[config.mk]
export PLATFORM = sky130hd
export DESIGN_NAME = nibble_cell_rx
export DESIGN_NICKNAME = d
export VERILOG_FILES = /design/src/rtl/nibble_cell_pkg.sv /design/src/rtl/nc_wr_ctrl.sv /design/src/rtl/nc_cell_store.sv /design/src/rtl/nc_rd_ctrl.sv /design/src/rtl/nc_err_flags.sv /design/src/rtl/nibble_cell_rx.sv
export SDC_FILE = /design/constraint.sdc
export NUM_CORES = 1
export LEC_CHECK = 0
export BUFFER_PORTS_ARGS = -buffer_cell sky130_fd_sc_hd__buf_2
export CORE_MARGIN = 3
export CORE_UTILIZATION = 59
export CTS_CLUSTER_DIAMETER = 50
export DETAILED_ROUTE_END_ITERATION = 16
export PLACE_DENSITY_LB_ADDON = 0.05
export SYNTH_ARGS = -nofsm -noshare
export SYNTH_HDL_FRONTEND = slang
export SYNTH_HIERARCHICAL = 1
export SYNTH_SLANG_ARGS = --single-unit
[constraint.sdc]
create_clock -name clk_i -period 4.7 [get_ports clk_i]
set_input_delay 1.175 -clock clk_i [delete_from_list [all_inputs] [get_ports clk_i]]
set_output_delay 1.175 -clock clk_i [all_outputs]
set_load 0.01 [all_outputs]
[src/rtl/nibble_cell_pkg.sv]
package nibble_cell_pkg;
  typedef enum logic [2:0] {
    WS_IDLE,
    WS_ARM,
    WS_RECV,
    WS_DONE,
    WS_DROP
  } wr_state_e;

  localparam int unsigned ERR_SHORT = 0;
  localparam int unsigned ERR_LONG  = 1;
  localparam int unsigned ERR_OVF   = 2;
  localparam int unsigned N_ERR     = 3;
  localparam int unsigned N_BUF     = 2;
endpackage

[src/rtl/nc_wr_ctrl.sv]
module nc_wr_ctrl
  import nibble_cell_pkg::*;
#(
  parameter int unsigned NA_W = 7
) (
  input  logic            clk_i,
  input  logic            rst_ni,
  input  logic            frm_i,
  input  logic [3:0]      nib_i,
  input  logic [NA_W-1:0] start_i,
  input  logic [NA_W-1:0] stop_i,
  input  logic [N_BUF-1:0] full_i,
  output logic            we_o,
  output logic            wbuf_o,
  output logic [NA_W-1:0] waddr_o,
  output logic [3:0]      wdata_o,
  output logic            done_o,
  output logic            done_buf_o,
  output logic [N_ERR-1:0] err_ev_o
);
  wr_state_e state_q, state_n;
  logic [NA_W-1:0] ptr_q, ptr_n;
  logic wbuf_q, wbuf_n;
  logic at_stop;

  assign at_stop = (ptr_q == stop_i);

  always_comb begin
    state_n  = state_q;
    ptr_n    = ptr_q;
    we_o     = 1'b0;
    done_o   = 1'b0;
    err_ev_o = '0;
    case (state_q)
      WS_IDLE, WS_DROP: begin
        if (frm_i) begin
          ptr_n   = start_i;
          state_n = WS_ARM;
        end
      end
      WS_DONE: begin
        if (frm_i) begin
          ptr_n   = start_i;
          state_n = WS_ARM;
        end else begin
          err_ev_o[ERR_LONG] = 1'b1;
          state_n = WS_DROP;
        end
      end
      WS_ARM: begin
        if (frm_i) begin
          ptr_n = start_i;
        end else if (full_i[wbuf_q]) begin
          err_ev_o[ERR_OVF] = 1'b1;
          state_n = WS_DROP;
        end else begin
          we_o = 1'b1;
          if (at_stop) begin
            done_o  = 1'b1;
            state_n = WS_DONE;
          end else begin
            ptr_n   = ptr_q + NA_W'(1);
            state_n = WS_RECV;
          end
        end
      end
      WS_RECV: begin
        if (frm_i) begin
          // frame on the stop nibble is a back-to-back cell, elsewhere it cuts the cell
          if (at_stop) begin
            we_o   = 1'b1;
            done_o = 1'b1;
          end else begin
            err_ev_o[ERR_SHORT] = 1'b1;
          end
          ptr_n   = start_i;
          state_n = WS_ARM;
        end else begin
          we_o = 1'b1;
          if (at_stop) begin
            done_o  = 1'b1;
            state_n = WS_DONE;
          end else begin
            ptr_n = ptr_q + NA_W'(1);
          end
        end
      end
      default: state_n = WS_IDLE;
    endcase
  end

  assign wbuf_n     = done_o ? ~wbuf_q : wbuf_q;
  assign wbuf_o     = wbuf_q;
  assign waddr_o    = ptr_q;
  assign wdata_o    = nib_i;
  assign done_buf_o = wbuf_q;

  always_ff @(posedge clk_i or negedge rst_ni) begin
    if (!rst_ni) begin
      state_q <= WS_IDLE;
      ptr_q   <= '0;
      wbuf_q  <= 1'b0;
    end else begin
      state_q <= state_n;
      ptr_q   <= ptr_n;
      wbuf_q  <= wbuf_n;
    end
  end


  no_write_into_full_chk: assert property (@(posedge clk_i) disable iff (!rst_ni)
    we_o |-> !full_i[wbuf_o]);


  write_within_cell_chk: assert property (@(posedge clk_i) disable iff (!rst_ni)
    we_o |-> (waddr_o >= start_i && waddr_o <= stop_i));


  err_events_exclusive_chk: assert property (@(posedge clk_i) disable iff (!rst_ni)
    $onehot0(err_ev_o));


  frame_reloads_start_chk: assert property (@(posedge clk_i) disable iff (!rst_ni)
    (frm_i && !we_o) |=> (waddr_o == $past(start_i)));
endmodule

[src/rtl/nc_cell_store.sv]
module nc_cell_store
  import nibble_cell_pkg::*;
#(
  parameter int unsigned CELL_BYTES = 56,
  localparam int unsigned BA_W = $clog2(CELL_BYTES),
  localparam int unsigned NA_W = BA_W + 1,
  localparam int unsigned NIBS = 2 * CELL_BYTES
) (
  input  logic            clk_i,
  input  logic            we_i,
  input  logic            wbuf_i,
  input  logic [NA_W-1:0] waddr_i,
  input  logic [3:0]      wdata_i,
  input  logic            rbuf_i,
  input  logic [BA_W-1:0] raddr_i,
  output logic [7:0]      rdata_o
);
  logic [3:0] mem_q [N_BUF][NIBS];

  always_ff @(posedge clk_i) begin
    if (we_i) mem_q[wbuf_i][waddr_i] <= wdata_i;
  end

  // even nibble address is the high half of the byte
  assign rdata_o = {mem_q[rbuf_i][{raddr_i, 1'b0}], mem_q[rbuf_i][{raddr_i, 1'b1}]};
endmodule

[src/rtl/nc_rd_ctrl.sv]
module nc_rd_ctrl
  import nibble_cell_pkg::*;
(
  input  logic             clk_i,
  input  logic             rst_ni,
  input  logic             set_i,
  input  logic             set_buf_i,
  input  logic             pop_i,
  output logic [N_BUF-1:0] full_o,
  output logic             rd_buf_o,
  output logic             rd_valid_o
);
  logic [N_BUF-1:0] full_q, full_n;
  logic rd_q, pop_ok;

  assign pop_ok = pop_i & full_q[rd_q];

  always_comb begin
    full_n = full_q;
    if (pop_ok) full_n[rd_q] = 1'b0;
    if (set_i)  full_n[set_buf_i] = 1'b1;
  end

  always_ff @(posedge clk_i or negedge rst_ni) begin
    if (!rst_ni) begin
      full_q <= '0;
      rd_q   <= 1'b0;
    end else begin
      full_q <= full_n;
      rd_q   <= rd_q ^ pop_ok;
    end
  end

  assign full_o     = full_q;
  assign rd_buf_o   = rd_q;
  assign rd_valid_o = full_q[rd_q];


  complete_into_free_chk: assert property (@(posedge clk_i) disable iff (!rst_ni)
    set_i |-> !full_o[set_buf_i]);


  pop_releases_chk: assert property (@(posedge clk_i) disable iff (!rst_ni)
    (pop_i && rd_valid_o) |=> (!full_o[$past(rd_buf_o)] && rd_buf_o != $past(rd_buf_o)));


  idle_pop_ignored_chk: assert property (@(posedge clk_i) disable iff (!rst_ni)
    (pop_i && !rd_valid_o && !set_i) |=> (full_o == $past(full_o) && $stable(rd_buf_o)));
endmodule

[src/rtl/nc_err_flags.sv]
module nc_err_flags #(
  parameter int unsigned N = 3
) (
  input  logic         clk_i,
  input  logic         rst_ni,
  input  logic [N-1:0] ev_i,
  input  logic [N-1:0] clr_i,
  output logic [N-1:0] flag_o
);
  for (genvar gi = 0; gi < N; gi++) begin : g_flag
    logic flag_q;
    always_ff @(posedge clk_i or negedge rst_ni) begin
      if (!rst_ni) flag_q <= 1'b0;
      else         flag_q <= ev_i[gi] | (flag_q & ~clr_i[gi]);
    end
    assign flag_o[gi] = flag_q;


    event_sets_flag_chk: assert property (@(posedge clk_i) disable iff (!rst_ni)
      ev_i[gi] |=> flag_o[gi]);


    flag_sticky_chk: assert property (@(posedge clk_i) disable iff (!rst_ni)
      (flag_o[gi] && !clr_i[gi]) |=> flag_o[gi]);
  end
endmodule

[src/rtl/nibble_cell_rx.sv]
module nibble_cell_rx
  import nibble_cell_pkg::*;
#(
  parameter int unsigned CELL_BYTES = 56,
  localparam int unsigned BA_W = $clog2(CELL_BYTES),
  localparam int unsigned NA_W = BA_W + 1
) (
  input  logic            clk_i,
  input  logic            rst_ni,
  input  logic            frm_i,
  input  logic [3:0]      nib_i,
  input  logic [NA_W-1:0] cfg_start_i,
  input  logic [NA_W-1:0] cfg_stop_i,
  input  logic            rd_pop_i,
  input  logic [BA_W-1:0] rd_addr_i,
  input  logic [2:0]      err_clr_i,
  output logic [1:0]      full_o,
  output logic            rd_valid_o,
  output logic            rd_buf_o,
  output logic [7:0]      rd_data_o,
  output logic            short_err_o,
  output logic            long_err_o,
  output logic            ovf_err_o
);
  logic            we, wbuf, done, done_buf;
  logic [NA_W-1:0] waddr;
  logic [3:0]      wdata;
  logic [N_ERR-1:0] err_ev, err_flag;
  logic [N_BUF-1:0] full;

  nc_wr_ctrl #(.NA_W(NA_W)) i_wr (
    .clk_i, .rst_ni, .frm_i, .nib_i,
    .start_i(cfg_start_i), .stop_i(cfg_stop_i), .full_i(full),
    .we_o(we), .wbuf_o(wbuf), .waddr_o(waddr), .wdata_o(wdata),
    .done_o(done), .done_buf_o(done_buf), .err_ev_o(err_ev)
  );

  nc_cell_store #(.CELL_BYTES(CELL_BYTES)) i_store (
    .clk_i, .we_i(we), .wbuf_i(wbuf), .waddr_i(waddr), .wdata_i(wdata),
    .rbuf_i(rd_buf_o), .raddr_i(rd_addr_i), .rdata_o(rd_data_o)
  );

  nc_rd_ctrl i_rd (
    .clk_i, .rst_ni, .set_i(done), .set_buf_i(done_buf), .pop_i(rd_pop_i),
    .full_o(full), .rd_buf_o(rd_buf_o), .rd_valid_o(rd_valid_o)
  );

  nc_err_flags #(.N(N_ERR)) i_err (
    .clk_i, .rst_ni, .ev_i(err_ev), .clr_i(err_clr_i), .flag_o(err_flag)
  );

  assign full_o      = full;
  assign short_err_o = err_flag[ERR_SHORT];
  assign long_err_o  = err_flag[ERR_LONG];
  assign ovf_err_o   = err_flag[ERR_OVF];


  done_marks_full_chk: assert property (@(posedge clk_i) disable iff (!rst_ni)
    done |=> full_o[$past(done_buf)]);


  overflow_keeps_full_chk: assert property (@(posedge clk_i) disable iff (!rst_ni)
    (err_ev[ERR_OVF] && !rd_pop_i) |=> (full_o == $past(full_o)));
endmodule

# --- After elaboration in Yosys (flattened, before gate mapping) ---
# Memory sizes are Yosys's and may differ from the RTL's.
# Index checks and enable logic that the tools add are counted.
totals:
  register_bits: 17
  mem_bits_rw: 896
  inputBits: 31
  wordCells: 105
  memories: 1
memory_table:
  columns: ["name", "depth", "width", "rd", "rd_ports_with_merged_regs", "wr", "line_no", "source"]
  rows:
  - ["i_store.mem_q", 2, 448, 1, 0, 1, "nc_cell_store.sv:18", "logic [3:0] mem_q [N_BUF][NIBS];"]
classes:
  add_sub_neg: 1
  n_lt_le_gt_ge: 8
  n_eq_ne: 10
  mux: 50
  bitwise_logic: 18
  n_reduce_logical: 9
op_table:
  columns: ["operator", "count"]
  rows:
  - ["448-bit two-way mux", 1]
  - ["4-bit binary-select mux with 7-bit select", 2]
  - ["7-bit two-way mux", 5]
  - ["4-bit demux with 7-bit select", 1]
  - ["8-bit >= comparator (second input constant)", 3]
  - ["7-bit inverter with 8-bit output", 3]
  - ["1-bit two-way mux", 22]
  - ["7-bit case mux with 3 select lines", 1]
  - ["4-bit two-way mux", 5]
  - ["3-bit two-way mux", 6]
  - ["3-bit case mux with 4 select lines", 1]
  - ["8-bit by 1-bit < comparator with 1-bit output (second input constant)", 1]
  - ["7-bit by 1-bit adder with 7-bit output (second input constant)", 1]
  - ["7-bit equality test", 1]
  - ["3-bit by 2-bit equality test with 1-bit output (second input constant)", 2]
  - ["3-bit AND reduction", 2]
  - ["1-bit bitwise AND", 4]
  - ["1-bit by 2-bit < comparator with 1-bit output (second input constant)", 2]
  - ["2-bit two-way mux", 2]
  - ["2-bit inequality test (second input constant)", 2]
  - ["1-bit inverter", 4]
  - ["1-bit case mux with 2 select lines", 2]
  - ["3-bit by 1-bit equality test with 1-bit output (second input constant)", 1]
  - ["3-bit equality test (second input constant)", 1]
  - ["15 further kinds", 21]

# --- Logic depth before layout (Yosys ltp) ---
logic_depth:
  ltp_word: 9
  ltp_mapped: 10
  ltp_nobuf: 8

# --- Modules after synthesis ---
# Netlist, hierarchy kept.
by_module_without_submodules:
  columns: ["module", "n_inst", "cells_per_inst", "area_per_inst_um2", "seq_area_each_um2"]
  rows:
  - ["nc_cell_store", 1, 1794, 35457.8, 26905.8]
  - ["nc_wr_ctrl", 1, 102, 944.7, 275.3]
  - ["nc_err_flags", 1, 12, 131.4, 75.1]
  - ["nc_rd_ctrl", 1, 11, 128.9, 75.1]

# --- Least setup slack after synthesis ---
# No wires, ideal clock.
synth_path:
  path_type: "input -> output"
  startpoint: "in rd_addr_i[0]"
  endpoint: "out rd_data_o[1]"
  t_arrival_ns: 3.002
  path_slack_ns: 0.523
  path_stages: 7
  path_buffers: 2
  path_cell_list: "buf_2 clkbuf_1 mux4_2 mux2i_1 nor2_1 or4_1 o32a_1"
synth_via:
  elab_chain_cells: 4
synth_lines:
  columns: ["item", "line_no", "source"]
  rows:
  - ["from (decl)", "nibble_cell_rx.sv:15", "input logic [BA_W-1:0] rd_addr_i,"]
  - ["7-bit inverter with 8-bit output (not written as such)", "nc_cell_store.sv:25", "assign rdata_o = {mem_q[rbuf_i][{raddr_i, 1'b0}], mem_q[rbuf_i][{raddr_i, 1'b1}]};"]
  - ["4-bit binary-select mux with 7-bit select", "nc_cell_store.sv:25", null]
  - ["4-bit two-way mux (not written as such) (2 in a row)", "nc_cell_store.sv:25", null]
  - ["to (decl)", "nibble_cell_rx.sv:20", "output logic [7:0] rd_data_o,"]
# No other way between the ends. The select of a mux whose other input is x is not followed.

# --- Worst setup path after layout ---
layout_path:
  startpoint: "reg i_rd.rd_q, in the netlist i_rd/rd_buf_o"
  endpoint: "out rd_data_o[3]"
layout_via:
  elab_chain_cells: 4
layout_lines:
  columns: ["item", "line_no", "source"]
  rows:
  - ["from (decl)", "nc_rd_ctrl.sv:14", "logic rd_q, pop_ok;"]
  - ["from (signal assigned)", "nc_rd_ctrl.sv:30", "rd_q <= rd_q ^ pop_ok;"]
  - ["memory 2 x 448 bit", null, null]
  - ["4-bit binary-select mux with 7-bit select", "nc_cell_store.sv:25", null]
  - ["4-bit two-way mux (not written as such) (2 in a row)", "nc_cell_store.sv:25", null]
# No other way between the ends. The select of a mux whose other input is x is not followed.

==> flow_metrics.tcl <==
set metrics [dict create \
    run_status "complete, no violations" \
    clockBufferDepth 3 \
    ir_drop_uv 372 \
    cts_buffers 98 \
    netlist_area_sq_um 36700 \
    combPwrFrac_pct 11.2 \
    synth_top_cell_area_share_pct 73.4 \
    synth-main-ff-cell "edfxtp_1" \
    ys_seq_elements 913 \
    cts.sinks 913 \
    cts_tree "done" \
    mostFrequentLayoutCell "edfxtp_1" \
    clkPwrFrac_pct 41.3 \
    placementRows 90 \
    fin_crit_sh_pct 99.2 \
    placed_area_sq_um 38300 \
    start_util_pct 60.2 \
    hold_slack_ps 453 \
    grtUsageMet2_pct 42.7 \
    cp.required_ps 3520 \
    final_area_sq_um 42000 \
    power_density_nw_per_um2 458 \
    synth_nets 1951 \
    clk_latency_ps 650 \
    die_w_um 255 \
    post-place-ws_ps 32.3 \
    detail-route-antenna-nets 0 \
    syn_avg_cell_area_sq_um 19.1 \
    layout_setup_ws_ps 39.3 \
    fillers 3877 \
    h-tree-depth 3 \
    hold_buffers 0 \
    finalNetCount 2101 \
    via_per_inst 6.47 \
    hold_path.class "in2async" \
    drv_slew 0 \
    start_kind "flip-flop" \
    synthDistinctLibCells 69 \
    finalHoldViolations 0 \
    die_y_um 255 \
    dp_hpwl_um 56500 \
    sw_frac_of_total_pct 23.6 \
    seqPwrFrac_pct 47.5 \
    antenna_found_initial 2 \
    route.detailed.drc 0 \
    dr_total_vias 19300 \
    cpMaxStageDelayCell "or4_1" \
    portBuffers 45 \
    first_pass_iters 5 \
    setup-violations-final 0 \
    grt_use_total_pct 27.6 \
    area_growth_pct 14.4 \
    wl_per_cell_um 29.2 \
    core-area_sq_um 60900 \
    grt_pass1_vias 19400 \
    fmax_mhz 215 \
    drt_iter0_drc 2233 \
    final_cell_mix "896 x edfxtp_1, 260 x nor2_1, 199 x mux4_2" \
    p_int_mw 14.7 \
    slew_headroom_pct 28.9 \
    netlist_instances 1919 \
    cts_root_buf "clkbuf_16" \
    worstMarginPinSlew_ps 1070 \
    grt_pass1_wl_um 129000 \
    yosysWarningCount 6 \
    ios 46 \
    drv.max_cap_violation_count 0 \
    grt_max_degree 130 \
    p_switching_mw 4.52 \
    gr-total-overflow 0 \
    grt_use_met3_pct 6.25 \
    clk_pin_slew_ps 60 \
    synth_edf_count 896 \
    path_cells "buf_12 -> buf_4 -> mux4_2 -> mux2i_2 -> nor2_1 -> or4_1 -> o32a_1 -> buf_2" \
    min_period_ps 4660 \
    antenna_cells 0 \
    synth_area_leader_cell "edfxtp_1" \
    crit_fanout 5 \
    endpoint_kind "output port" \
    ys_async_sr_fraction_pct 1.86 \
    met1_usage_pct 40.6 \
    drive_above_1_share_pct 26.5 \
    gp_congestion 0.927 \
    ys_seq_area_share_pct 74.5 \
    p_leak_nw 13.2 \
    routed_wl_um 87100 \
    critPathArrivalTime_ps 3490 \
    fin_worst_skew_ps 24.2 \
    synth_top_cells_by_area "edfxtp_1 73%, mux4_2 12%, nor2_1 2.7%" \
    dieArea_sq_um 65200 \
    slowest_delay_ps 560 \
    crit_type "reg2out" \
    grt-busiest-layer "met2" \
]
[critical path: cells and delay by family (launching register included)]
family          cells  cell delay, ps
buf+inv             3             470
simple gates        2             660
compound gates      1             470
mux                 2             800
flops               1             430
[flip-flops by register name, summed over array words and instances, names as in the netlist]
signal               cells
i_wr/done_buf_o          1
i_wr/waddr_o             7
i_wr/state_q             3
i_store/mem_q          896
i_rd/full_o              2
i_err/g_flag.flag_q      3
i_rd/rd_buf_o            1
[per-stage QoR]
| step | instances | total power, mW | util, % | setup TNS [ps] |
|---|---|---|---|---|
| 5_1_grt | 2979 | 19.8 | 68.9 | -32.2 |
| 2_1_floorplan | 1919 | 10.7 | - | 0 |
| 3_3_place_gp | 2789 | 11.3 | 62.9 | 0 |
| 3_5_place_dp | 2789 | 11.3 | 62.9 | 0 |
| 6_report | 2979 | 19.2 | 68.9 | 0 |
| 4_1_cts | 2977 | 19.3 | 68.7 | 0 |
[cell usage after synthesis (all sizes together) (10+ instances only)]
library cell	number
nand2	42
nor3	12
mux2i	87
nor2b	14
edfxtp	896
buf	61
a22oi	39
nand2b	10
clkbuf	54
mux4	199
nand3	26
a21oi	29
o22ai	14
inv	10
nor2	261
dfrtp	17
o21ai	16
mux2	17
o221ai	14
[worst paths after layout]
path | from | to | slack [ps] | depth (start not counted)
min in group clk_i | i_err/g_flag[2].flag_q | i_err/g_flag[2].flag_q | 470 | 1
max reg2reg | i_wr/waddr_o[1] | i_store/mem_q[1][419] | 980 | 8
min | rst_ni | i_wr/waddr_o[2] | 450 | 1
min reg2reg | i_err/g_flag[2].flag_q | i_err/g_flag[2].flag_q | 470 | 1
max | i_rd/rd_buf_o | rd_data_o[3] | 40 | 8
max in group asynchronous | rst_ni | i_rd/rd_buf_o | 3920 | 1
[power groups by stage]
stage / registers (mW) / clock network [mW] / logic, mW
2_1_floorplan: 9.22 / 0 / 1.44
3_3_place_gp: 9.30 / 0 / 2.03
3_5_place_dp: 9.30 / 0 / 2.04
4_1_cts: 9.12 / 8.04 / 2.12
5_1_grt: 9.12 / 8.37 / 2.28
6_report: 9.12 / 7.93 / 2.15
[area by class of cell]
type / count / area, sq um / area share, %
clock buffers: 115 / 2630 / 6.27
clock inverters: 67 / 754 / 1.80
inverters: 10 / 37.5 / 0.0895
multi-input cells: 881 / 8700 / 20.7
flip-flops and latches: 913 / 27300 / 65.2
well taps: 828 / 1040 / 2.47
repair buffers: 165 / 1460 / 3.47
[cell families (layout without fill, tap and decap cells)]
family          Yosys count  after routing  synth area share, %
xor+xnor                  8              8                0.191
flops                   913            913                 74.5
fa+ha+maj                 1              1               0.0341
simple gates            400            400                 4.76
buf+inv                 125            357                 1.89
mux                     303            303                 15.1
compound gates          169            169                 3.44
[layer usage]
metal	vias up	routed length (um)
met4	2	2480
met3	164	8370
met5	-	13
li1	8110	-
met1	10000	35000
met2	949	41200
[repair_timing]
action / CTS / global route
setup endpoints to repair: 8 / 7
setup buffers: 4 / 2
pin swaps: 0 / 2
resized for setup: 11 / 15
cloned: 2 / 0
Power figures use the tool's default switching activity.
